===== config.mk =====
export PLATFORM = sky130hd
export DESIGN_NAME = exc_seq_top
export DESIGN_NICKNAME = d
export VERILOG_FILES = /design/src/rtl/exc_seq_pkg.sv /design/src/rtl/exc_vec_sel.sv /design/src/rtl/exc_restart_calc.sv /design/src/rtl/exc_bank_ctl.sv /design/src/rtl/exc_seq_top.sv
export SDC_FILE = /design/constraint.sdc
export NUM_CORES = 1
export LEC_CHECK = 0
export CAP_MARGIN = 10
export CORE_MARGIN = 1
export CORE_UTILIZATION = 50
export DETAILED_ROUTE_END_ITERATION = 16
export GPL_ROUTABILITY_DRIVEN = 1
export GPL_TIMING_DRIVEN = 0
export PLACE_DENSITY = 0.84
export SETUP_SLACK_MARGIN = 0.02
export SYNTH_ARGS = -nofsm -noshare
export SYNTH_HDL_FRONTEND = slang
export SYNTH_SLANG_ARGS = --single-unit

===== constraint.sdc =====
create_clock -name clk -period 9.4 [get_ports clk]
set_input_delay 1.88 -clock clk [delete_from_list [all_inputs] [get_ports clk]]
set_output_delay 1.88 -clock clk [all_outputs]
set_load 0.05 [all_outputs]

===== src/rtl/exc_seq_pkg.sv =====
`timescale 1ns/1ps
package exc_seq_pkg;

   localparam int FCODE_W = 5;
   localparam int VOFF_W  = 16;

   typedef enum logic [FCODE_W-1:0] {
      FC_NONE    = 5'd0,
      FC_RESET   = 5'd1,
      FC_MCHK    = 5'd2,
      FC_ARITH   = 5'd3,
      FC_INTR    = 5'd4,
      FC_DMISS_N = 5'd5,
      FC_DMISS_P = 5'd6,
      FC_ALIGN   = 5'd7,
      FC_DFAULT  = 5'd8,
      FC_DACV    = 5'd9,
      FC_IMISS   = 5'd10,
      FC_IFAULT  = 5'd11,
      FC_IACV    = 5'd12,
      FC_OPC     = 5'd13,
      FC_FPDIS   = 5'd14,
      FC_PCALL   = 5'd15,
      FC_IOVF    = 5'd16
   } fcode_e;

   localparam logic [FCODE_W-1:0] FC_MAX = 5'd16;

   function automatic logic code_known(input logic [FCODE_W-1:0] c);
      return (c != 5'd0) && (c <= FC_MAX);
   endfunction

   function automatic logic is_trap(input logic [FCODE_W-1:0] c);
      return (c == FC_ARITH) || (c == FC_PCALL) || (c == FC_IOVF);
   endfunction

   function automatic logic [VOFF_W-1:0] vec_offset(input logic [FCODE_W-1:0] c);
      logic [VOFF_W-1:0] o;
      case (c)
         FC_RESET:              o = 16'h0001;
         FC_IACV:               o = 16'h0081;
         FC_INTR:               o = 16'h0101;
         FC_IMISS, FC_IFAULT:   o = 16'h0181;
         FC_DMISS_N:            o = 16'h0201;
         FC_DMISS_P:            o = 16'h0281;
         FC_ALIGN:              o = 16'h0301;
         FC_DFAULT, FC_DACV:    o = 16'h0381;
         FC_MCHK:               o = 16'h0401;
         FC_OPC:                o = 16'h0481;
         FC_ARITH, FC_IOVF:     o = 16'h0501;
         FC_FPDIS:              o = 16'h0581;
         FC_PCALL:              o = 16'h2001;
         default:               o = 16'h0000;
      endcase
      return o;
   endfunction

endpackage


===== src/rtl/exc_vec_sel.sv =====
`timescale 1ns/1ps
module exc_vec_sel
   import exc_seq_pkg::*;
#(
   parameter int AW = 32
) (
   input  logic [FCODE_W-1:0] code,
   input  logic [AW-1:0]      base,
   output logic [AW-1:0]      target
);
   // vector = privileged base + fixed per-code offset
   assign target = base + AW'(vec_offset(code));
endmodule


===== src/rtl/exc_restart_calc.sv =====
`timescale 1ns/1ps
module exc_restart_calc
   import exc_seq_pkg::*;
#(
   parameter int AW      = 32,
   parameter int PC_STEP = 4
) (
   input  logic [FCODE_W-1:0] code,
   input  logic [AW-1:0]      cur_pc,
   input  logic               take,
   output logic               wr_en,
   output logic [AW-1:0]      wr_val
);
   localparam logic [AW-1:0] STEP_V = AW'(PC_STEP);

   logic intr_in_priv;

   // an interrupt nested inside privileged code keeps the earlier restart point
   assign intr_in_priv = (code == FC_INTR) && cur_pc[0];
   assign wr_en        = take && !intr_in_priv;
   // traps resume after the instruction, faults re-execute it
   assign wr_val       = is_trap(code) ? (cur_pc + STEP_V) : cur_pc;
endmodule


===== src/rtl/exc_bank_ctl.sv =====
`timescale 1ns/1ps
module exc_bank_ctl #(
   parameter bit ERR_STICKY = 1'b0
) (
   input  logic clk,
   input  logic rst_n,
   input  logic swap_in,
   input  logic swap_out,
   output logic shadow_q,
   output logic err_q
);
   logic bad_req;

   assign bad_req = (swap_in && shadow_q) || (swap_out && !shadow_q);

   always_ff @(posedge clk or negedge rst_n) begin
      if (!rst_n) begin
         shadow_q <= 1'b1;
      end else if (swap_in && !shadow_q) begin
         shadow_q <= 1'b1;
      end else if (swap_out && shadow_q) begin
         shadow_q <= 1'b0;
      end
   end

   generate
      if (ERR_STICKY) begin : g_err_sticky
         always_ff @(posedge clk or negedge rst_n) begin
            if (!rst_n) err_q <= 1'b0;
            else        err_q <= err_q | bad_req;
         end
      end else begin : g_err_pulse
         always_ff @(posedge clk or negedge rst_n) begin
            if (!rst_n) err_q <= 1'b0;
            else        err_q <= bad_req;
         end
      end
   endgenerate
endmodule


===== src/rtl/exc_seq_top.sv =====
`timescale 1ns/1ps
module exc_seq_top
   import exc_seq_pkg::*;
#(
   parameter int               AW         = 32,
   parameter int               PC_STEP    = 4,
   parameter int               NREGS      = 32,
   parameter logic [NREGS-1:0] SHADOW_MAP = 32'h0200_7F00,
   parameter bit               ERR_STICKY = 1'b0
) (
   input  logic               clk,
   input  logic               rst_n,
   input  logic [4:0]         fault_code,
   input  logic               ret_req,
   input  logic [AW-1:0]      cur_pc,
   input  logic [AW-1:0]      pal_base,
   output logic               redirect,
   output logic [AW-1:0]      next_pc,
   output logic [AW-1:0]      next_npc,
   output logic [AW-1:0]      restart_addr,
   output logic               shadow_en,
   output logic [NREGS-1:0]   bank_sel,
   output logic               swap_err
);
   localparam logic [AW-1:0] STEP_V = AW'(PC_STEP);

   generate
      if (AW < VOFF_W) begin : g_chk_aw
         $error("exc_seq_top: AW too narrow for the vector offsets");
      end
      if (NREGS < 1 || NREGS > 64) begin : g_chk_nregs
         $error("exc_seq_top: NREGS out of range");
      end
      if (PC_STEP < 2) begin : g_chk_step
         $error("exc_seq_top: PC_STEP must keep bit 0 free");
      end
   endgenerate

   logic                boot_q;
   logic                priv;
   logic                fault_ok;
   logic                ret_ok;
   logic                take_entry;
   logic                take_ret;
   logic [FCODE_W-1:0]  eff_code;
   logic [AW-1:0]       vec_tgt;
   logic                rs_wr_en;
   logic [AW-1:0]       rs_wr_val;
   logic                swap_in;
   logic                swap_out;
   logic                shadow_q;

   assign priv       = cur_pc[0];
   assign fault_ok   = code_known(fault_code);
   assign ret_ok     = ret_req && !fault_ok;
   assign take_entry = !boot_q && (fault_ok || (ret_ok && !priv));
   assign take_ret   = !boot_q && ret_ok && priv;

   always_comb begin
      if (boot_q)        eff_code = FC_RESET;
      else if (fault_ok) eff_code = fault_code;
      else               eff_code = FC_OPC;
   end

   exc_vec_sel #(.AW(AW)) u_vec (
      .code   (eff_code),
      .base   (pal_base),
      .target (vec_tgt)
   );

   exc_restart_calc #(.AW(AW), .PC_STEP(PC_STEP)) u_rs (
      .code   (eff_code),
      .cur_pc (cur_pc),
      .take   (take_entry),
      .wr_en  (rs_wr_en),
      .wr_val (rs_wr_val)
   );

   assign swap_in  = take_entry && !priv;
   assign swap_out = take_ret && !restart_addr[0];

   exc_bank_ctl #(.ERR_STICKY(ERR_STICKY)) u_bank (
      .clk      (clk),
      .rst_n    (rst_n),
      .swap_in  (swap_in),
      .swap_out (swap_out),
      .shadow_q (shadow_q),
      .err_q    (swap_err)
   );

   always_ff @(posedge clk or negedge rst_n) begin
      if (!rst_n) begin
         boot_q       <= 1'b1;
         redirect     <= 1'b0;
         next_pc      <= '0;
         next_npc     <= '0;
         restart_addr <= '0;
      end else begin
         boot_q   <= 1'b0;
         redirect <= boot_q || take_entry || take_ret;
         if (boot_q || take_entry) begin
            next_pc  <= vec_tgt;
            next_npc <= vec_tgt + STEP_V;
         end else if (take_ret) begin
            next_pc  <= restart_addr;
            next_npc <= restart_addr + STEP_V;
         end
         if (rs_wr_en) restart_addr <= rs_wr_val;
      end
   end

   assign shadow_en = shadow_q;

   generate
      for (genvar i = 0; i < NREGS; i++) begin : g_bank
         if (SHADOW_MAP[i]) begin : g_on
            assign bank_sel[i] = shadow_q;
         end else begin : g_off
            assign bank_sel[i] = 1'b0;
         end
      end
   endgenerate
endmodule


==> results.cfg <==
[die]
die_x_um = 120
core_area_um2 = 13400
top_level_ports = 203
rows = 42
initial_core_util = 0.517
die_h_um = 120
dieArea_um2 = 14300

[critical_path]
cp-end-kind = register
startpoint_type = input port
r2r_slack_ns = 3.47
worstReg2RegStart = boot_q$_DFF_PN1_
cp.required_ns = 9.64
crit_type = in -> reg
r2r-end = next_npc[31]$_DFFE_PN0P_
crit_path_max_fanout = 10
reg2regPathDepth = 18
cp.arrival_ns = 8.18

[sta]
setup_ws_ns = 1.46
finalMaxSlewViolations = 0
fin_crit_sh = 0.845
finalCriticalPeriod_ns = 7.94
tightest_slew_ns = 0.893
rsz0062_at_grt = false
tns_ns = 0
max_freq_mhz = 126
setup_viol = 0
timing.hold.ws_ns = 0.467
relSlewSlack = 0.395
fin_skew_ns = 0.00871
finalHoldViolCount = 0

[pwr]
switching_share = 0.436
pwr-share-clk = 0.220
pwr_density_cell_nw_per_um2 = 177
p_int_mw = 0.924
comb_power_share = 0.444
switchingPower_mw = 0.714
p_seq_frac = 0.335
ir_worst_vdd_uv = 96.6
leakagePower_nw = 3.78
p_total_mw = 1.64

[layout]
layout_common_cells = 169 x clkdlybuf4s50_1, 111 x nand2_1, 98 x nor2_1
diodes = 0
fin_area_um2 = 9260
multiInputGateArea_um2 = 4060
nFillCells = 1148
fin_nets = 1143
syn_to_final_growth_pct = 33.6
layout-drive-gt1-share = 0.0772
seq_area_um2 = 2450
final_cells = 1238
layout.cells.most_common = clkdlybuf4s50_1
utilization = 0.691

[routing]
drc_errors = 0
postRouteAntennaNets = 0
wl_per_cell_um = 17.0
first_iter_violations = 684
vias = 7117
wirelength_um = 21000
first_pass_iters = 5
viasPerCell = 5.75

[clocking]
ctsHoldBuffers = 0
clock_latency_ns = 0.35
clk_path_buf_depth = 2
cts_root_buffer = clkbuf_16
clk_pin_slew_ns = 0.07
htreeDepth = 3
post_cts_buffers = 0
cts_resized = 0
cts_tree = built
cts_buffers = 9
cts.sinks = 98

[place]
numPortBuffers = 170
finalWeightedCongestion = 0.930
dp_hpwl_um = 16600
pre_cts_ws_ns = 1.25
dp_cells = 1222
place_area_um2 = 8970

[synth]
synth_warnings = 0
netlist_instances = 851
synth_edf_count = 0
ys_ff_latch = 98
ys_types = 73
syn-mean-instance-area_um2 = 8.15
ys_seq_area_frac = 0.354
synth_flop_cell = dfrtp_1
synth_area_um2 = 6930
async_flop_share = 1.00

[grt]
grt_first_pass_wirelength_um = 33200
met1_usage = 0.394
met3_usage = 0.0480
grt_max_degree = 68
antenna_found_initial = 0
grt.overflow.total = 0
grt_pass1_vias = 6566
busiest_layer = met2
use_met2 = 0.483
grt_usage = 0.295

[min_path]
min_from = next_pc[12]$_DFFE_PN0P_
hp-class = reg -> reg
hold_path_depth = 2
whs_endpoint = next_pc[12]$_DFFE_PN0P_

[flow_run]
cap_violations = 0

[outcome]
status = finished clean
cell families (layout without fill, tap and decap cells):
group,after synthesis,count (layout),synth area share
AO/OA/AOI/OAI,193,193,0.179
buffers and inverters,98,285,0.0733
AND/OR/NAND/NOR,370,370,0.268
flip-flops,98,98,0.354
adder cells (fa/ha/maj),14,14,0.0253
XOR/XNOR,65,65,0.0821
other,1,25,0.000541
multiplexers,12,12,0.0182
worst max-delay path by stage:
stage,start,endpoint
final,fault_code[1],next_npc[31]$_DFFE_PN0P_
after global routing,fault_code[1],next_npc[31]$_DFFE_PN0P_
after CTS,fault_code[1],next_npc[31]$_DFFE_PN0P_
after detailed placement,fault_code[1],next_npc[31]$_DFFE_PN0P_
after global placement,fault_code[1],next_npc[31]$_DFFE_PN0P_
after floorplan,fault_code[2],next_npc[31]$_DFFE_PN0P_
layout make-up:
type,count,share of cell area
multi-input cells,679,0.438
flip-flops and latches,98,0.265
repair buffers,171,0.187
plain buffers,81,0.0480
clock buffers,10,0.0258
well taps,176,0.0238
inverters,17,0.00689
clock inverters,6,0.00541
power by group through the flow:
| stage | Combinational, mW | Clock (mW) | Sequential [mW] |
|---|---|---|---|
| after floorplan | 0.253 | 0 | 0.763 |
| after global routing | 0.766 | 0.379 | 0.557 |
| after detailed placement | 0.723 | 0 | 0.556 |
| after global placement | 0.712 | 0 | 0.553 |
| after CTS | 0.725 | 0.364 | 0.548 |
| final | 0.728 | 0.361 | 0.550 |
layer usage:
layer / share of wire / vias to the layer above
met5: 0 / -
met4: 0.021 / 0
met3: 0.075 / 29
met2: 0.47 / 346
met1: 0.43 / 3355
li1: - / 3387
synth_stat cells, types with 9 or more instances:
cell type / number / area share
nand2_1: 111 / 0.060
nor2_1: 98 / 0.053
dfrtp_1: 96 / 0.35
a21oi_1: 57 / 0.041
o21ai_0: 46 / 0.033
buf_4: 35 / 0.038
clkbuf_1: 34 / 0.018
xor2_1: 34 / 0.043
nand3_1: 31 / 0.022
xnor2_1: 31 / 0.039
nor3_1: 19 / 0.014
nand4_1: 18 / 0.016
inv_1: 17 / 0.0092
a31oi_1: 14 / 0.013
ha_1: 14 / 0.025
and3_1: 11 / 0.0099
nand2b_1: 10 / 0.0090
nor4_1: 9 / 0.0081
o31ai_1: 9 / 0.0097
or3_1: 9 / 0.0081
state kept, by name, indices dropped and copies added (netlist names):
name	cells
u_bank.err_q	1
u_bank.shadow_q	1
restart_addr	32
redirect	1
boot_q	1
next_npc	30
next_pc	32
worst max-delay path, cell delays in order:
cell and delay (ns):
clkdlybuf4s50_1 0.49, nor4_1 0.32, ha_1 0.34, clkbuf_1 0.26, or3_1 0.46, inv_1 0.12, ha_1 0.19, nand4_1 0.20
o21ai_0 0.21, ha_1 0.32, ha_1 0.30, nand4_1 0.25, o211ai_1 0.35, a21oi_1 0.23, or4_1 0.57, a31oi_2 0.35
nand2_1 0.25, or3_1 0.48, nor4_2 0.25, mux2_1 0.36
Note: power is estimated with default switching activity, not from simulation.
